$ cat config.mk
export PLATFORM = sky130hd
export DESIGN_NAME = scl_phase_gen
export DESIGN_NICKNAME = d
export VERILOG_FILES = /design/src/rtl/scl_gen_pkg.sv /design/src/rtl/scl_tick_prescaler.sv /design/src/rtl/scl_unit_counter.sv /design/src/rtl/scl_phase_gen.sv
export SDC_FILE = /design/constraint.sdc
export NUM_CORES = 1
export LEC_CHECK = 0
export ABC_AREA = 1
export ABC_CLOCK_PERIOD_IN_PS = 2600
export BUFFER_PORTS_ARGS = -buffer_cell sky130_fd_sc_hd__buf_2
export CAP_MARGIN = 20
export CORE_ASPECT_RATIO = 0.9
export CORE_MARGIN = 4
export CORE_UTILIZATION = 55
export CTS_BUF_LIST = sky130_fd_sc_hd__clkbuf_4 sky130_fd_sc_hd__clkbuf_8
export DETAILED_ROUTE_END_ITERATION = 10
export PLACE_DENSITY = 0.75
export SLEW_MARGIN = 20
export SYNTH_ARGS = -nofsm -noshare
export SYNTH_HDL_FRONTEND = slang
export SYNTH_SLANG_ARGS = --single-unit
$ cat constraint.sdc
create_clock -name clk -period 2.6 [get_ports clk]
set_clock_uncertainty 0.1 [all_clocks]
set_input_delay 0.13 -clock clk [delete_from_list [all_inputs] [get_ports clk]]
set_output_delay 0.13 -clock clk [all_outputs]
set_load 0.03 [all_outputs]
$ cat src/rtl/scl_gen_pkg.sv
package scl_gen_pkg;
  typedef enum logic [1:0] {
    ST_IDLE = 2'd0,
    ST_LOW  = 2'd1,
    ST_HIGH = 2'd2
  } scl_state_e;
endpackage

$ cat src/rtl/scl_tick_prescaler.sv
// Counts system clocks inside one phase unit; wraps every 2**LOG2 advances.
module scl_tick_prescaler #(
  parameter int LOG2 = 3
) (
  input  logic            clk,
  input  logic            rst_n,
  input  logic            clear,
  input  logic            adv,
  output logic [LOG2-1:0] cnt,
  output logic            last
);
  assign last = &cnt;

  always_ff @(posedge clk or negedge rst_n) begin
    if (!rst_n)     cnt <= '0;
    else if (clear) cnt <= '0;
    else if (adv)   cnt <= cnt + 1'b1;
  end
endmodule

$ cat src/rtl/scl_unit_counter.sv
// Counts whole units of a phase and flags the final one.
module scl_unit_counter #(
  parameter int W = 16
) (
  input  logic         clk,
  input  logic         rst_n,
  input  logic         clear,
  input  logic         step,
  input  logic [W-1:0] lim,
  output logic [W-1:0] cnt,
  output logic         at_lim
);
  assign at_lim = (cnt == lim);

  always_ff @(posedge clk or negedge rst_n) begin
    if (!rst_n)     cnt <= '0;
    else if (clear) cnt <= '0;
    else if (step)  cnt <= cnt + 1'b1;
  end
endmodule

$ cat src/rtl/scl_phase_gen.sv
module scl_phase_gen
  import scl_gen_pkg::*;
#(
  parameter int DIV_W    = 16,
  parameter int PRE_LOG2 = 3
) (
  input  logic             clk,
  input  logic             rst_n,
  input  logic             run,
  input  logic [2*DIV_W-1:0] div_word,
  input  logic             scl_sense,
  output logic             scl_pull_low,
  output logic             in_high_phase,
  output logic             launch_stb,
  output logic             sample_stb
);
  localparam int WORD_W = 2 * DIV_W;

  scl_state_e st_q, st_nxt;
  logic [DIV_W-1:0] hi_len_q, lo_len_q, cur_lim;
  logic [PRE_LOG2-1:0] pre_cnt;
  logic [DIV_W-1:0]    unit_cnt;
  logic pre_last, at_lim, adv, done, load, clear;

  assign adv     = (st_q == ST_LOW) || ((st_q == ST_HIGH) && scl_sense);
  assign cur_lim = (st_q == ST_HIGH) ? hi_len_q : lo_len_q;
  assign done    = adv && pre_last && at_lim;

  always_comb begin
    st_nxt = st_q;
    case (st_q)
      ST_IDLE: if (run) st_nxt = ST_LOW;
      ST_LOW:  if (!run) st_nxt = ST_IDLE; else if (done) st_nxt = ST_HIGH;
      ST_HIGH: if (!run) st_nxt = ST_IDLE; else if (done) st_nxt = ST_LOW;
      default: st_nxt = ST_IDLE;
    endcase
  end

  assign load  = (st_nxt == ST_LOW) && (st_q != ST_LOW);
  assign clear = (st_nxt != st_q) || (st_q == ST_IDLE);

  scl_tick_prescaler #(.LOG2(PRE_LOG2)) u_pre (
    .clk(clk), .rst_n(rst_n), .clear(clear), .adv(adv),
    .cnt(pre_cnt), .last(pre_last)
  );

  scl_unit_counter #(.W(DIV_W)) u_unit (
    .clk(clk), .rst_n(rst_n), .clear(clear), .step(adv && pre_last),
    .lim(cur_lim), .cnt(unit_cnt), .at_lim(at_lim)
  );

  always_ff @(posedge clk or negedge rst_n) begin
    if (!rst_n) begin
      st_q       <= ST_IDLE;
      hi_len_q   <= '0;
      lo_len_q   <= '0;
      launch_stb <= 1'b0;
      sample_stb <= 1'b0;
    end else begin
      st_q       <= st_nxt;
      launch_stb <= (st_nxt == ST_LOW)  && (st_q != ST_LOW);
      sample_stb <= (st_nxt == ST_HIGH) && (st_q != ST_HIGH);
      if (load) begin
        hi_len_q <= div_word[WORD_W-1:DIV_W];
        lo_len_q <= div_word[DIV_W-1:0];
      end
    end
  end

  assign scl_pull_low  = (st_q == ST_LOW);
  assign in_high_phase = (st_q == ST_HIGH);


  strobe_excl_chk: assert property (@(posedge clk) disable iff (!rst_n)
    !(launch_stb && sample_stb));


  launch_on_fall_chk: assert property (@(posedge clk) disable iff (!rst_n)
    $rose(scl_pull_low) |-> launch_stb);


  stretch_hold_chk: assert property (@(posedge clk) disable iff (!rst_n)
    (in_high_phase && !scl_sense && run) |=> ($stable(pre_cnt) && $stable(unit_cnt) && in_high_phase));


  div_hold_chk: assert property (@(posedge clk) disable iff (!rst_n)
    (st_q != ST_IDLE && !launch_stb) |-> ($stable(hi_len_q) && $stable(lo_len_q)));


  stop_release_chk: assert property (@(posedge clk) disable iff (!rst_n)
    !run |=> (!scl_pull_low && !in_high_phase && !launch_stb && !sample_stb));
endmodule

# ---- Word level (Yosys, flattened, before mapping)
# Cells that the tools add are included.
dict set report word_totals {
  regBits 55
  latchBits 0
  ramBits 0
  mem_bits_ro 0
  inputBits 36
  wordCells 39
  memories 0
}
dict set report op_classes {
  n_addsub 2
  multipliers 0
  div_mod_pow 0
  magnitude_cmp 0
  n_eq_ne 8
  shift 0
  n_mux 11
  bitwise 0
  reduce_logical 11
}
# op count
set op_table {}
lappend op_table {{2-to-1 mux 16 bit} 3}
lappend op_table {{adder 16 x 1 -> 16 bit, second input constant} 1}
lappend op_table {{equality test 16 bit} 1}
lappend op_table {{2-to-1 mux 2 bit} 5}
lappend op_table {{2-to-1 mux 3 bit} 2}
lappend op_table {{one-hot mux 2 bit (3 select lines)} 1}
lappend op_table {{logical AND 1 bit} 5}
lappend op_table {{equality test 2 x 1 -> 1 bit, second input constant} 2}
lappend op_table {{equality test 2 bit, second input constant} 2}
lappend op_table {{nonzero test 2 bit} 2}
lappend op_table {{adder 3 x 1 -> 3 bit, second input constant} 1}
lappend op_table {{AND reduction 3 bit} 1}
lappend op_table {{zero test 2 bit} 1}
lappend op_table {{logical OR 1 bit} 2}
lappend op_table {{!= test 2 x 1 -> 1 bit, second input constant} 1}
lappend op_table {{!= test 2 bit} 1}
lappend op_table {{!= test 2 bit, second input constant} 1}

# ---- Longest topological paths before layout
# Gate-level depths: netlist of the first run.
dict set report logic_depth {
  depth_word 11
  ltp_mapped 16
  ltp_nobuf 14
}

# ---- By module
# From an unflattened synthesis of the first run, not the netlist that was laid out.
dict set report unflattened {
  cells_unflattened 390
  area_unflattened_um2 3030.4
}
# mod n_inst cells_per_inst area_each_um2
set by_module_without_submodules {}
lappend by_module_without_submodules {scl_phase_gen 1 217 1747.9}
lappend by_module_without_submodules {scl_unit_counter 1 156 1131.1}
lappend by_module_without_submodules {scl_tick_prescaler 1 17 151.4}

# ---- Worst setup path after synthesis of the first run
# Ideal clock, no wire load.
dict set report synth_timing {
  kind {reg2reg}
  from {register st_q[1]}
  to {register hi_len_q[0]}
  setup_ps 117
  t_arrival_ps 1861
  required_time_ps 2383
  slack_ps 522
  stages_incl_launch_ff 16
  period_less_slack_ps 2078
  path_cell_list {dfrtp_1 buf_6 inv_2 nor2_2 nand2_1 nand2_1 nand2_1 nand2_1 nand3_1 nor2_2 nand3_2 nand2_4 nand3_4 buf_6 nand2_1 nand2_1}
}
dict set report synth_via {
  elab_chain_len 10
  elab_cells_between_ends 18
}
# element line_no
set synth_lines {}
lappend synth_lines {{from (decl)} scl_phase_gen.sv:19} ;# scl_state_e st_q, st_nxt;
lappend synth_lines {{from (signal assigned)} scl_phase_gen.sv:60} ;# st_q <= st_nxt;
lappend synth_lines {{equality test 2 bit *} --}
lappend synth_lines {{via in_high_phase} scl_phase_gen.sv:13} ;# output logic in_high_phase,
lappend synth_lines {{branches (longest 6 deep; another with 2-to-1 mux 16 bit)} --}
lappend synth_lines {{one-hot mux 2 bit (3 select lines) *} scl_phase_gen.sv:31} ;# case (st_q)
lappend synth_lines {{equality test 2 x 1 -> 1 bit *} scl_phase_gen.sv:39} ;# assign load = (st_nxt == ST_LOW) && (st_q != ST_LOW);
lappend synth_lines {{logical AND 1 bit *} scl_phase_gen.sv:39}
lappend synth_lines {{to (signal assigned)} scl_phase_gen.sv:64} ;# hi_len_q <= div_word[WORD_W-1:DIV_W];
lappend synth_lines {{to (decl)} scl_phase_gen.sv:20} ;# logic [DIV_W-1:0] hi_len_q, lo_len_q, cur_lim;
# Mark *: on every way through the listed nets, which the timed path passes.
# A chain may end at the register's enable or synchronous reset.

# ---- Worst setup path in the final report of the first run
dict set report layout_timing {
  from {register st_q[0]}
  to {register lo_len_q[10]}
}
dict set report layout_via {
  elab_chain_len 10
  elab_cells_between_ends 18
}
# element line_no
set layout_lines {}
lappend layout_lines {{branches (longest 9 deep; another with 2-to-1 mux 16 bit)} --}
lappend layout_lines {{logical AND 1 bit *} scl_phase_gen.sv:39}
lappend layout_lines {{to (signal assigned)} scl_phase_gen.sv:65} ;# lo_len_q <= div_word[DIV_W-1:0];
lappend layout_lines {{to (decl)} scl_phase_gen.sv:20}
# Every way passes the cells marked *.

==> impl_metrics.toml, run 1 <==
[run_status]
run_status = "finished clean"

[placement]
portBuffers = 39
hpwl_um = 5360
place_ws_ns = 0.219
gp_congestion = 0.905

[flow_run]
drv_cap = 0

[sta]
period_share_pct = 92.5
hold_viol = 0
finalMaxSlewViolations = 0
tightestPinTransition_ns = 0.653
max_freq_mhz = 416
setup_viol = 0
setup_tns_ns = 0
rsz0062_at_grt = "false"
min_period_ns = 2.41
fin_ws_ns = 0.194
relSlewSlack_pct = 56.4

[floorplanning]
die_h_um = 79.0
ios = 40
die_w_um = 86.9
dieArea_um2 = 6870
start_util_pct = 57.6
core_um2 = 5350
rows = 25

[clocking]
clock_latency_ns = 0.32
path_clk_slew_ns = 0.10
cts_tree = "yes"
cts_buffers = 5
h-tree-depth = 2
root_buffer = "clkbuf_8"
cts_setup_buffers = 0
clock-sinks = 55
cts_buffer_depth = 2

[critical_path]
rr_worst_depth = 13
r2r_slack_ns = 0.19
endpoint_kind = "register"
startpoint_type = "register"
rr_endpoint = "lo_len_q[10]"
arrival_ns = 2.56
required_ns = 2.75
r2r-start = "st_q[0]"
worstPathMaxFanout = 46
crit_type = "register to register"

[power_and_ir_drop]
power_frac_seq_pct = 55.3
intPower_uw = 1260
sw_frac_of_total_pct = 28.2
ir_drop_uv = 477
comb_power_share_pct = 17.2
total_power_uw = 1750
leakage_uw = 0.00187
powerDensity_nw_per_um2 = 470
pwr-share-clk_pct = 27.5
p_sw_uw = 492

[layout]
fill_cells = 435
drive_gt1_share_pct = 14.1
area_delta_synth_final_pct = 20.7
final_cell_mix = "nand2_1, dfrtp_1, buf_2, inv_1, nand4_1"
regArea_um2 = 1380
antenna_cells = 0
final_common_cell = "nand2_1"
multi_input_area_um2 = 1440
fin_nets = 513
utilization_pct = 69.5

[grt]
grt.overflow.total = 0
grt_pass1_wl_um = 13100
antenna_found_initial = 0
grt_max_degree = 46
grt_pass1_vias = 2760
gr-usage-all-layers_pct = 24.5

[worst_hold_path]
hold_depth = 3
hold_start = "div_word[10]"
hold_path_class = "input port to register"
hold_path_end = "lo_len_q[10]"

[synth]
postSynth.asyncResetShare_pct = 100
ys_seq_area_share_pct = 44.7
syn_area_um2 = 3080
syn_nets = 447
synthFlopType = "dfrtp_1"
synth-seq-cells = 55
synth_cells = 408
avgSynthCellArea_um2 = 7.55
synth.distinct_cells = 28
synth-edff-count = 0
ys_warn_count = 0

[route]
vias = 2938
drc = 0
drtAntennaViolNets = 0
drt_iter0_drc = 284
wl_um = 8040
vias_per_cell = 5.43
firstDrtPassIters = 5
wire_per_inst_um = 14.9
[timing repair]
action / 4_1_cts / 5_1_grt
hold buffers: 32 / 0
resized for setup: 0 / 2
hold endpoints to repair: 58 / 0
setup endpoints to repair: 0 / 6
[cells by family (layout without fill, tap and decap cells)]
family                   after synthesis  after routing  share of synthesized area (%)
AND/OR/NAND/NOR                      268            269                           39.1
buffers and inverters                 57            122                           9.34
flip-flops                            55             55                           44.7
AO/OA/AOI/OAI                         17             17                           3.37
XOR/XNOR                               8              8                           2.27
adder cells (fa/ha/maj)                3              3                           1.22
[per-stage QoR]
step | instance area [µm²] | std cells | hold slack [ns]
2_1_floorplan | 3080 | 408 | -0.266
4_1_cts | 3700 | 540 | 0.00577
6_report | 3720 | 541 | 0.00430
3_5_place_dp | 3290 | 501 | 0.0914
5_1_grt | 3720 | 541 | 0.0188
3_3_place_gp | 3290 | 501 | 0.0957
[worst max-delay path by stage]
stage	startpoint	depth (start not counted)	slack, ns	end
3_3_place_gp	st_q[0]	13	0.25	lo_len_q[10]
6_report	st_q[0]	13	0.19	lo_len_q[10]
2_1_floorplan	st_q[1]	15	0.52	hi_len_q[0]
5_1_grt	st_q[0]	13	0.03	lo_len_q[7]
3_5_place_dp	st_q[0]	13	0.22	lo_len_q[0]
4_1_cts	st_q[0]	13	0.19	lo_len_q[0]
[Yosys cell counts, types with 2 or more instances]
library cell,number,area share (%)
buf_6,7,2.6
nor2_2,3,0.61
nand4_1,34,6.9
nand3_2,2,0.65
xor2_1,7,2.0
nand2_4,2,0.73
a21oi_1,7,1.1
o211ai_1,3,0.73
nand3_1,33,5.4
nor3_1,9,1.5
nand2_1,146,18
nor2_1,33,4.0
buf_2,2,0.32
nand2_2,2,0.41
buf_4,5,1.2
inv_1,35,4.3
inv_2,2,0.24
ha_1,3,1.2
o21ai_1,3,0.49
dfrtp_1,55,45
o21ai_0,3,0.49
clkbuf_1,6,0.73
[per-layer routing]
metal	vias up	global-route usage (%)	wire [µm]	part of all wire (%)
met2	118	41.4	3870	48
met5	-	0	0	0
met4	0	7.94	187	2.3
li1	1450	-	-	-
met3	21	3.53	523	6.5
met1	1349	32.2	3460	43
[critical path, stage by stage (launching register included)]
cell and delay, ns:
dfrtp_1 0.43, inv_2 0.14, buf_12 0.24, nand3_1 0.14, nand3_1 0.11, nand2_1 0.05
nor2_1 0.15, nand2_1 0.08, nor2_2 0.09, nand3_2 0.15, nand2_4 0.14, buf_6 0.25
nand4_1 0.15, nand2_1 0.10
[registers in the layout (all words and copies together) (netlist names)]
name        count
hi_len_q       16
launch_stb      1
lo_len_q       16
sample_stb      1
st_q            2
u_pre.cnt       3
u_unit.cnt     16
[power by group through the flow]
stage / clock network (µW) / registers, µW / logic, µW
after floorplan: 0 / 967 / 171
after global placement: 0 / 980 / 248
after detailed placement: 0 / 981 / 255
after CTS: 489 / 965 / 292
after global routing: 523 / 973 / 340
final: 481 / 967 / 301
[final cells by class]
class	instances	share of cell area (%)
clock buffer	6	2.22
clock inverter	1	0.135
inverter	37	3.73
multi-input combinational	297	38.6
sequential	55	37.0
tap	67	2.25
timing repair buffer	78	16.0
Power figures use the tool's default switching activity.
==> run 2, diff against run 1 <==
--- a/config.mk
+++ b/config.mk
@@ -9,7 +9,7 @@
 export ABC_CLOCK_PERIOD_IN_PS = 2600
 export BUFFER_PORTS_ARGS = -buffer_cell sky130_fd_sc_hd__buf_2
 export CAP_MARGIN = 20
-export CORE_ASPECT_RATIO = 0.9
+export CORE_ASPECT_RATIO = 1.4
 export CORE_MARGIN = 4
 export CORE_UTILIZATION = 55
 export CTS_BUF_LIST = sky130_fd_sc_hd__clkbuf_4 sky130_fd_sc_hd__clkbuf_8
==> impl_metrics.toml, run 2 (same netlist as run 1, synthesis figures left out) <==
[grt]
grt_pass1_vias = 2844
gr-usage-all-layers_pct = 24.7
grt_pass1_wl_um = 13300
grt.overflow.total = 0
antenna_found_initial = 0
grt_max_degree = 35

[critical_path]
arrival_ns = 2.49
r2r-start = "st_q[0]"
crit_type = "register to register"
required_ns = 2.76
critical_path.endpoint = "hi_len_q[12]"
cp_slowest_cell = "dfrtp_1"
slowest_delay_ns = 0.43
worstPathCellList = "inv_2, buf_4, nand3_1, nand3_1, nand2_1, nor2_1, nand2_1, nor2_2, nand3_2, nand2_4, buf_6, nand4_1, nand2_1"
crit_top_cell = "nand2_1"
rr_worst_depth = 13
cpLargestDelayFamily = "simple AND/OR/NAND/NOR gates"
rr_endpoint = "hi_len_q[12]"
r2r_slack_ns = 0.26
startpoint_type = "register"
crit_buf_inv = 3
worstPathMaxFanout = 33
setup.worst_path.start = "st_q[0]"
endpoint_kind = "register"
path_depth = 13

[sta]
max_freq_mhz = 428
tightestPinTransition_ns = 0.510
rsz0062_at_grt = "false"
finalMaxSlewViolations = 0
hold_viol = 0
period_share_pct = 89.9
setup_tns_ns = 0
setup_viol = 0
min_period_ns = 2.34
relSlewSlack_pct = 66.0

[layout]
multi_input_area_um2 = 1440
drive_gt1_share_pct = 14.4
area_delta_synth_final_pct = 21.8
final_common_cell = "nand2_1"
stdcell_area_um2 = 3750
antenna_cells = 0
top_regs = "hi_len_q (16), lo_len_q (16), u_unit.cnt (16)"
fin_nets = 516
utilization_pct = 68.4
regArea_um2 = 1380
fill_cells = 434
final_cell_mix = "nand2_1, dfrtp_1, buf_2, inv_1"

[route]
wire_per_inst_um = 14.5
vias = 2929
drt_iter0_drc = 268
drc = 0
wl_um = 7910
firstDrtPassIters = 4
drtAntennaViolNets = 0
vias_per_cell = 5.36

[floorplanning]
dieArea_um2 = 6880
die_w_um = 71.3
core_um2 = 5490
ios = 40
start_util_pct = 56.2
die_h_um = 96.6
rows = 32

[clocking]
h-tree-depth = 2
clock-sinks = 55
path_clk_slew_ns = 0.10
cts_tree = "yes"
cts_buffer_depth = 2
cts_buffers = 5
cts_setup_buffers = 0
clock_latency_ns = 0.31
root_buffer = "clkbuf_8"

[flow_run]
drv_cap = 0

[run_status]
run_status = "finished clean"

[placement]
place_area_um2 = 3270
gp_congestion = 0.925
hpwl_um = 5480
portBuffers = 39

[power_and_ir_drop]
leakage_uw = 0.00189
ir_drop_uv = 320
powerDensity_nw_per_um2 = 495

[worst_hold_path]
hold_path_class = "input port to register"
-- run 2: cell types whose count changed in the layout (fill, tap and decap cells not counted) --
| cell | delta |
|---|---|
| buf_4 | +3 |
| buf_12 | -2 |
| dlygate4sd3_1 | +2 |
| bufinv_16 | +1 |
-- run 2: metal layers --
| layer | routed length (µm) | track usage, % |
|---|---|---|
| met1 | 3290 | 30.5 |
| met2 | 4080 | 43.5 |
| met3 | 338 | 3.73 |
| met4 | 199 | 9.56 |
| met5 | 0 | 0 |
-- run 2: worst min-delay path by stage --
stage,endpoint,startpoint,cells past startpoint
after floorplan,hi_len_q[0],rst_n,0
after global placement,u_pre.cnt[0],rst_n,1
after detailed placement,u_pre.cnt[0],rst_n,1
after CTS,u_pre.cnt[1],scl_sense,4
after global routing,u_pre.cnt[1],scl_sense,4
final,u_pre.cnt[1],scl_sense,4
-- run 2: final cells by class --
type                            count  share of cell area [%]
Multi-Input combinational cell    297                    38.2
Tap cell                           68                    2.27
Timing Repair Buffer               81                    16.0
Inverter                           37                    3.70
Clock buffer                        6                    2.20
Sequential cell                    55                    36.7
Clock inverter                      2                   0.934
-- run 2: report_power, final --
part | switching, µW | internal, µW
sequential | 43.8 | 920
combinational | 170 | 126
clock | 285 | 312
total | 499 | 1360
-- run 2: worst min-delay path: stages --
cell and delay, ns:
buf_2 0.09, nand3_2 0.13, nand3_1 0.10, a21oi_1 0.06
-- run 2: timing repair --
item / 4_1_cts / 5_1_grt
endpoints found under the setup margin: 0 / 23
hold endpoints to repair: 56 / 0
resized for setup: 0 / 2
hold buffers: 34 / 0
-- run 2: stage by stage --
step / total power [µW] / setup WS [ns] / instances / hold WS [ns]
floorplan: 1140 / 0.522 / 408 / -0.266
global placement: 1220 / 0.284 / 503 / 0.0274
detailed placement: 1230 / 0.243 / 503 / 0.0376
CTS: 1860 / 0.217 / 545 / 0.117
global route: 1950 / 0.0636 / 546 / 0.127
finish: 1860 / 0.262 / 546 / 0.118
